$ cat config.mk
export PLATFORM = sky130hd
export DESIGN_NAME = hilo_mac_unit
export DESIGN_NICKNAME = d
export VERILOG_FILES = /design/src/rtl/hilo_mac_pkg.sv /design/src/rtl/mac_decode.sv /design/src/rtl/mac_product.sv /design/src/rtl/mac_combine.sv /design/src/rtl/hilo_mac_unit.sv
export SDC_FILE = /design/constraint.sdc
export NUM_CORES = 2
export LEC_CHECK = 0
export BUFFER_PORTS_ARGS = -buffer_cell sky130_fd_sc_hd__buf_2
export CELL_PAD_IN_SITES_DETAIL_PLACEMENT = 1
export CELL_PAD_IN_SITES_GLOBAL_PLACEMENT = 2
export CORE_MARGIN = 2
export CORE_UTILIZATION = 37
export DETAILED_ROUTE_END_ITERATION = 10
export PLACE_DENSITY_LB_ADDON = 0.2
export SETUP_SLACK_MARGIN = 0.4
export SLEW_MARGIN = 20
export SYNTH_ARGS = -nofsm -noshare
export SYNTH_HDL_FRONTEND = slang
export SYNTH_SLANG_ARGS = --single-unit
export TNS_END_PERCENT = 10
$ cat constraint.sdc
create_clock -name clk -period 12.3 [get_ports clk]
set_clock_uncertainty 0.15 [all_clocks]
set_input_delay 2.46 -clock clk [delete_from_list [all_inputs] [get_ports clk]]
set_output_delay 2.46 -clock clk [all_outputs]
set_load 0.01 [all_outputs]
$ cat src/rtl/hilo_mac_pkg.sv
package hilo_mac_pkg;

    localparam int unsigned SEL_W  = 4;
    localparam int unsigned KIND_W = 3;

    typedef enum logic [KIND_W-1:0] {
        K_NEG_LO  = 3'd0,
        K_ACC_LO  = 3'd1,
        K_SUB_LO  = 3'd2,
        K_PROD_HI = 3'd3,
        K_NEG_HI  = 3'd4,
        K_ACC_HI  = 3'd5,
        K_SUB_HI  = 3'd6,
        K_RSVD    = 3'd7
    } kind_e;

    // Control word derived from the select field
    typedef struct packed {
        logic zero_ext;  // unsigned operands
        logic use_acc;   // start from current HI/LO instead of zero
        logic minus;     // subtract the product from the base
        logic ret_hi;    // return upper half
        logic illegal;   // reserved kind
    } ctrl_t;

    function automatic ctrl_t decode_sel(input logic [SEL_W-1:0] sel);
        ctrl_t c;
        c          = '0;
        c.zero_ext = sel[0];
        case (kind_e'(sel[SEL_W-1:1]))
            K_NEG_LO:  begin c.minus = 1'b1; end
            K_ACC_LO:  begin c.use_acc = 1'b1; end
            K_SUB_LO:  begin c.use_acc = 1'b1; c.minus = 1'b1; end
            K_PROD_HI: begin c.ret_hi = 1'b1; end
            K_NEG_HI:  begin c.minus = 1'b1; c.ret_hi = 1'b1; end
            K_ACC_HI:  begin c.use_acc = 1'b1; c.ret_hi = 1'b1; end
            K_SUB_HI:  begin c.use_acc = 1'b1; c.minus = 1'b1; c.ret_hi = 1'b1; end
            default:   begin c.illegal = 1'b1; end
        endcase
        return c;
    endfunction

endpackage

$ cat src/rtl/mac_decode.sv
module mac_decode
    import hilo_mac_pkg::*;
(
    input  logic [SEL_W-1:0] sel,
    output ctrl_t            ctrl
);
    always_comb begin
        ctrl = decode_sel(sel);
    end
endmodule

$ cat src/rtl/mac_product.sv
module mac_product #(
    parameter int unsigned DATA_W = 32
) (
    input  logic [DATA_W-1:0]   mul_a,
    input  logic [DATA_W-1:0]   mul_b,
    input  logic                zero_ext,
    output logic [2*DATA_W-1:0] product
);
    localparam int unsigned PROD_W = 2 * DATA_W;

    logic [PROD_W-1:0] ext_a;
    logic [PROD_W-1:0] ext_b;
    logic              fill_a;
    logic              fill_b;

    always_comb begin
        fill_a  = ~zero_ext & mul_a[DATA_W-1];
        fill_b  = ~zero_ext & mul_b[DATA_W-1];
        ext_a   = {{DATA_W{fill_a}}, mul_a};
        ext_b   = {{DATA_W{fill_b}}, mul_b};
        // Truncated 2W x 2W product is the correct 2W-bit result for both forms
        product = ext_a * ext_b;
    end
endmodule

$ cat src/rtl/mac_combine.sv
module mac_combine
    import hilo_mac_pkg::*;
#(
    parameter int unsigned DATA_W = 32
) (
    input  logic [2*DATA_W-1:0] acc_now,
    input  logic [2*DATA_W-1:0] product,
    input  ctrl_t               ctrl,
    output logic [2*DATA_W-1:0] acc_next
);
    localparam int unsigned ACC_W = 2 * DATA_W;

    logic [ACC_W-1:0] base;

    always_comb begin
        base     = ctrl.use_acc ? acc_now : '0;
        acc_next = ctrl.minus ? (base - product) : (base + product);
    end
endmodule

$ cat src/rtl/hilo_mac_unit.sv
module hilo_mac_unit
    import hilo_mac_pkg::*;
#(
    parameter int unsigned DATA_W = 32
) (
    input  logic              clk,
    input  logic              rst,
    input  logic              op_valid,
    input  logic [3:0]        op_sel,
    input  logic [DATA_W-1:0] src_a,
    input  logic [DATA_W-1:0] src_b,
    input  logic              hi_we,
    input  logic [DATA_W-1:0] hi_wdata,
    input  logic              lo_we,
    input  logic [DATA_W-1:0] lo_wdata,
    output logic [DATA_W-1:0] hi_rdata,
    output logic [DATA_W-1:0] lo_rdata,
    output logic [DATA_W-1:0] res_data,
    output logic              res_done,
    output logic              res_illegal
);
    localparam int unsigned ACC_W = 2 * DATA_W;

    ctrl_t             ctrl;
    logic [ACC_W-1:0]  product;
    logic [ACC_W-1:0]  acc_next;
    logic [DATA_W-1:0] hi_q;
    logic [DATA_W-1:0] lo_q;
    logic [DATA_W-1:0] res_q;
    logic              done_q;
    logic              ill_q;
    logic              commit;

    mac_decode u_dec (
        .sel  (op_sel),
        .ctrl (ctrl)
    );

    mac_product #(.DATA_W(DATA_W)) u_mul (
        .mul_a    (src_a),
        .mul_b    (src_b),
        .zero_ext (ctrl.zero_ext),
        .product  (product)
    );

    mac_combine #(.DATA_W(DATA_W)) u_acc (
        .acc_now  ({hi_q, lo_q}),
        .product  (product),
        .ctrl     (ctrl),
        .acc_next (acc_next)
    );

    assign commit = op_valid & ~ctrl.illegal;

    always_ff @(posedge clk) begin
        if (rst) begin
            hi_q   <= '0;
            lo_q   <= '0;
            res_q  <= '0;
            done_q <= 1'b0;
            ill_q  <= 1'b0;
        end else begin
            done_q <= op_valid;
            ill_q  <= op_valid & ctrl.illegal;
            if (commit) begin
                hi_q  <= acc_next[ACC_W-1:DATA_W];
                lo_q  <= acc_next[DATA_W-1:0];
                res_q <= ctrl.ret_hi ? acc_next[ACC_W-1:DATA_W] : acc_next[DATA_W-1:0];
            end else begin
                if (hi_we) hi_q <= hi_wdata;
                if (lo_we) lo_q <= lo_wdata;
                if (op_valid) res_q <= '0;
            end
        end
    end

    assign hi_rdata    = hi_q;
    assign lo_rdata    = lo_q;
    assign res_data    = res_q;
    assign res_done    = done_q;
    assign res_illegal = ill_q;

endmodule

; Word level (Yosys, flattened, before mapping)
; Index checks and enable logic that the tools add are counted.
[word_totals]
ff_bits = 98
in_bits = 137
wordCells = 40
[op_classes]
addsub = 2
n_mul = 1
n_eq_ne = 6
mux = 13
bitwise = 5
reduce_logical = 8
[ops]
columns = cell, count
row1 = 32-bit two-way mux, 7
row2 = 64-bit two-way mux, 2
row3 = 64-bit adder, 1
row4 = 33-bit by 33-bit multiplier with 64-bit output, 1
row5 = 64-bit subtractor, 1
row6 = 4-bit OR reduction, 3
row7 = 3-bit == test (second input constant), 3
row8 = 7-bit OR reduction, 1
row9 = 3-bit by 2-bit == test with 1-bit output (second input constant), 2
row10 = 2-bit nonzero test, 3
row11 = 1-bit bitwise AND, 4
row12 = 1-bit two-way mux, 4
row13 = 3-bit by 1-bit == test with 1-bit output (second input constant), 1
row14 = 3-bit zero test, 1
row15 = 1-bit NOT, 1

; Depth between registers and ports, before layout
[logic_depth]
depth_word = 8
ltp_mapped = 47
mapped_depth_nobuf = 43

; Modules after synthesis
; Synthesis repeated with hierarchy kept, for this count alone.
[hier_totals]
cells_unflattened = 5430
hier_area_um2 = 48267.5
[by_module_without_submodules]
columns = module, n_inst, cells_per_inst, area_per_inst_um2, seq_area_each_um2
row1 = mac_product, 1, 4160, 37885.1, 0.0
row2 = mac_combine, 1, 850, 5642.9, 0.0
row3 = hilo_mac_unit, 1, 406, 4625.7, 1961.9
row4 = mac_decode, 1, 14, 113.9, 0.0

; Worst setup path after synthesis
; Ideal clock, no wire load.
[synth_path]
path_kind = input port to flip-flop
start = input port src_a[31]
end = register hi_q[31], in the netlist hi_rdata[31]
setup_time_ps = 103
arrival_time_ps = 13198
path_slack_ps = -1151
path_stages = 42
path_buffers = 3
path_cell_list = nor2b_1 clkbuf_1 nand2_1 inv_1 fa_1 fa_1 fa_1 inv_1 fa_1 inv_1 fa_1 fa_1 inv_1 fa_1 fa_1 inv_1 ha_1 clkbuf_1 [... 6 more ...] nor4_1 and3b_1 inv_1 o31ai_2 xor2_1 ha_1 clkbuf_1 a21o_1 a21oi_1 o21bai_1 a21oi_1 o21bai_1 or3b_2 o221ai_1 xnor3_1 nand2_1 a21oi_1 a2111oi_2
[synth_via]
elab_chain_cells = 5
[synth_lines]
columns = element, line_no
row1 = start: declaration, hilo_mac_unit.sv:10  ; input logic [DATA_W-1:0] src_a,
row2 = 1-bit bitwise AND, mac_product.sv:17  ; fill_a = ~zero_ext & mul_a[DATA_W-1];
row3 = 33-bit by 33-bit multiplier with 64-bit output *, mac_product.sv:22  ; product = ext_a * ext_b;
row4 = 64-bit adder / 64-bit subtractor (equally long branches), mac_combine.sv:17  ; acc_next = ctrl.minus ? (base - product) : (base + product);
row5 = 64-bit two-way mux *, mac_combine.sv:17
row6 = 32-bit two-way mux *, hilo_mac_unit.sv:65  ; if (commit) begin
row7 = end signal: assignment, hilo_mac_unit.sv:66  ; hi_q <= acc_next[ACC_W-1:DATA_W];
row8 = end signal: assignment, hilo_mac_unit.sv:70  ; if (hi_we) hi_q <= hi_wdata;
row9 = end: declaration, hilo_mac_unit.sv:27  ; logic [DATA_W-1:0] hi_q;
; Every way passes the cells marked *; elsewhere a longest branch is shown, timed or not.
; A chain may end at the register's enable or synchronous reset.

; Final worst setup path
[layout_path]
start = input port src_a[25]
end = register res_q[30], in the netlist res_data[30]
[layout_via]
elab_chain_cells = 5
[layout_lines]
columns = element, line_no
row1 = 33-bit by 33-bit multiplier with 64-bit output *, mac_product.sv:22
row2 = 64-bit adder / 64-bit subtractor (equally long branches), mac_combine.sv:17
row3 = 64-bit two-way mux *, mac_combine.sv:17
row4 = 32-bit two-way mux *, hilo_mac_unit.sv:68  ; res_q <= ctrl.ret_hi ? acc_next[ACC_W-1:DATA_W] : acc_next[DATA_W-1:0];
row5 = 32-bit two-way mux *, hilo_mac_unit.sv:65
row6 = end signal: assignment, hilo_mac_unit.sv:68
row7 = end: declaration, hilo_mac_unit.sv:29  ; logic [DATA_W-1:0] res_q;
; Marks and branches as above.

==> flow_metrics.py <==
metrics = {
    "timing": {
        "worstMarginPinSlew_ns": 0.970,
        "finalSetupViolCount": 43,
        "min_period_ns": 12.82,
        "maxSlewHeadroom": 0.353,
        "final-hold-violation-count": 0,
        "setup_tns_ns": -12.21,
        "fin_hold_ws_ns": 0.306,
        "fin_crit_sh": 1.04,
        "finalMaxSlewViolations": 0,
        "rsz0062_at_grt": "yes",
        "max_freq_ghz": 0.0780,
        "final.setup.worst_slack_ns": -0.524,
    },
    "critical_path": {
        "cp_num_buf_inv": 10,
        "required_ns": 12.45,
        "crit_type": "input pin to flop",
        "reg2reg_slack_ns": 7.93,
        "crit_slowest_cell": "fa_1",
        "critPathCaptureType": "flop",
        "worstPathArrival_ns": 12.98,
        "cp_common_cell": "fa_1",
        "max_stage_delay_ns": 0.60,
        "path_delay_family": "adder cells",
        "cp_max_fo": 11,
        "startpoint_type": "input pin",
    },
    "clock_network": {
        "cts_buffer_depth": 2,
        "htree_levels": 3,
        "numClockSinks": 98,
        "cts_buffers": 9,
        "cts_hold_buf": 0,
        "clk_pin_slew_worst_paths_ns": 0.08,
        "clock_latency_ns": 0.37,
        "cts_tree": "yes",
        "clock-root-buffer": "clkbuf_16",
    },
    "drt": {
        "highest_layer": "met5",
        "wl_per_cell_um": 20.6,
        "drtIter0Drc": 1750,
        "drc_errors": 0,
        "wl_met3_um": 3900,
        "vias_per_cell": 5.01,
        "met1_length_um": 71000,
        "dr.pass1.iters": 7,
        "wirelength_um": 168000,
        "num_vias": 40900,
        "dr_wl_met2_um": 86900,
        "ant_nets": 0,
    },
    "final_layout": {
        "layout-drive-gt1-share": 0.241,
        "area_delta_synth_final_pct": 25.0,
        "fin_nets": 7958,
        "fillers": 15200,
        "final_common_cell": "inv_1",
        "mostFrequentLayoutCells": "inv_1 (1,103), fa_1 (1,085), buf_4 (877)",
        "stdcell_count": 8165,
    },
    "grt": {
        "antenna_found_initial": 11,
        "grt_pass1_vias": 46500,
        "grt_use_total": 0.256,
        "grt_pass1_wl_um": 264000,
        "grt_overflow": 0,
        "grt_max_degree": 79,
    },
    "logic_synthesis": {
        "synth-compound-area-share": 0.0958,
        "yosys_warnings": 0,
        "synth_cell_type_count": 88,
        "synth_seq_cells": 98,
        "synth_top_family_by_area": "adder cells",
        "synth-edff-count": 0,
        "synth-main-ff-cell": "dfxtp_1",
        "synthXorXnorAreaFrac": 0.0329,
        "async_flop_share": 0,
        "synthMuxAreaShare": 0.0108,
        "ys_seq_area_frac": 0.0406,
        "synthAdderAreaFrac": 0.539,
        "yosys.area_share.simple": 0.169,
        "syn_area_per_cell_um2": 8.71,
        "postSynthCellCount": 5552,
        "syn-num-nets": 7095,
        "syn_area_um2": 48400,
    },
    "die": {
        "core_area_um2": 130000,
        "start_util": 0.373,
        "pin_count": 235,
        "dieArea_um2": 134000,
        "die_h_um": 366,
        "die_w_um": 366,
        "row_count": 132,
    },
    "place": {
        "post-place-cells": 8067,
        "dpl.hpwl_um": 145000,
        "io_buffers": 234,
        "globalplace.congestion": 0.897,
    },
    "status": {
        "violations": "setup timing",
        "status": "complete, but fails checks",
    },
    "worst_hold_path": {
        "min_path_type": "flop to flop",
    },
    "run": {
        "max_cap_violations": 0,
    },
}
-- state kept, by name (all words and copies together) (netlist names) --
name and flops:
hi_rdata 32, lo_rdata 32, res_data 32, res_done 1
res_illegal 1
-- stage by stage --
stage               worst slack, ns  utilization  area (um^2)
floorplan                   -0.0303            -        49300
global placement              -1.12        0.446        57900
detailed placement            -1.40        0.446        57900
CTS                          -0.360        0.460        59600
global route                 -0.942        0.466        60400
finish                       -0.524        0.466        60400
-- path summary, 6_finish.rpt --
| kind | cells past startpoint | endpoint | from |
|---|---|---|---|
| worst max register to register | 19 | res_data[30] | lo_rdata[0] |
| worst min register to register | 2 | res_data[7] | res_data[7] |
| worst min-delay path | 2 | res_data[7] | res_data[7] |
| worst max-delay path | 43 | res_data[30] | src_a[25] |
-- synthesized netlist by cell type, types with 6 or more instances --
master	count	share of area
a31oi_1	22	0.0028
a221oi_1	6	0.0011
a211o_1	9	0.0016
nand2b_1	17	0.0022
xnor2_1	119	0.022
nor2_1	148	0.011
a2111oi_0	6	0.0011
buf_1	10	0.00078
o21bai_1	26	0.0040
nand3_1	41	0.0042
a21oi_1	170	0.018
or2_2	34	0.0044
o31ai_1	17	0.0026
o21ai_1	7	0.00072
o21ai_0	94	0.0097
dfxtp_1	98	0.041
a21boi_0	6	0.00093
nand4_1	33	0.0043
or4_1	7	0.0011
nor2b_1	38	0.0049
o22ai_1	8	0.0010
and4_1	6	0.0011
ha_1	280	0.072
and3_1	19	0.0025
fa_1	1126	0.47
a22oi_1	14	0.0022
a21o_1	65	0.010
o21a_1	30	0.0047
inv_1	1134	0.088
nor3_1	21	0.0022
or3_1	13	0.0017
mux2i_1	49	0.010
and2_1	446	0.058
o211ai_1	27	0.0042
nor4_1	13	0.0017
clkbuf_1	288	0.022
o41ai_1	6	0.0011
xor2_1	60	0.011
nand2_1	829	0.064
a211oi_1	102	0.016
-- timing repair --
item                       4_1_cts  5_1_grt
buffers inserted                49       19
pin swaps                      114       82
resized for setup              246      135
setup endpoints to repair       70       74
gates cloned                     5        6
-- routing by layer --
| metal | track usage | vias up |
|---|---|---|
| met2 | 0.466 | 537 |
| met1 | 0.326 | 21500 |
| met4 | 0.0768 | 4 |
| met3 | 0.0167 | 232 |
| met5 | 0 | - |
| li1 | - | 18700 |
-- tightest hold or removal path, delay by kind of cell (launching register included) --
kind	cells	cell delay (ns)
and+or+nand+nor	1	0.04
DFF	1	0.33
AOI/OAI and AO/OA	1	0.05
-- cell families (layout without fill, tap and decap cells) --
| family | Yosys count | count (layout) |
|---|---|---|
| DFF | 98 | 98 |
| adders and majority gates | 1406 | 1406 |
| AOI/OAI and AO/OA | 686 | 686 |
| other | 0 | 3 |
| muxes | 52 | 52 |
| buffers and inverters | 1437 | 2305 |
| and+or+nand+nor | 1693 | 1693 |
| xor gates and xnor gates | 180 | 180 |
-- area by class of cell --
class / count / area [um^2] / share of cell area
clock buffer: 9 / 225 / 0.00373
clock inverter: 7 / 91.3 / 0.00151
inverter: 1134 / 4260 / 0.0705
tap: 1742 / 2180 / 0.0361
sequential: 98 / 1960 / 0.0325
timing repair buffer: 1155 / 9140 / 0.151
antenna: 3 / 7.51 / 0.000124
multi-input combinational: 4017 / 42600 / 0.704
Power is not shown: default switching activity piles up to over one toggle a cycle in this logic, so the estimate is an artifact.
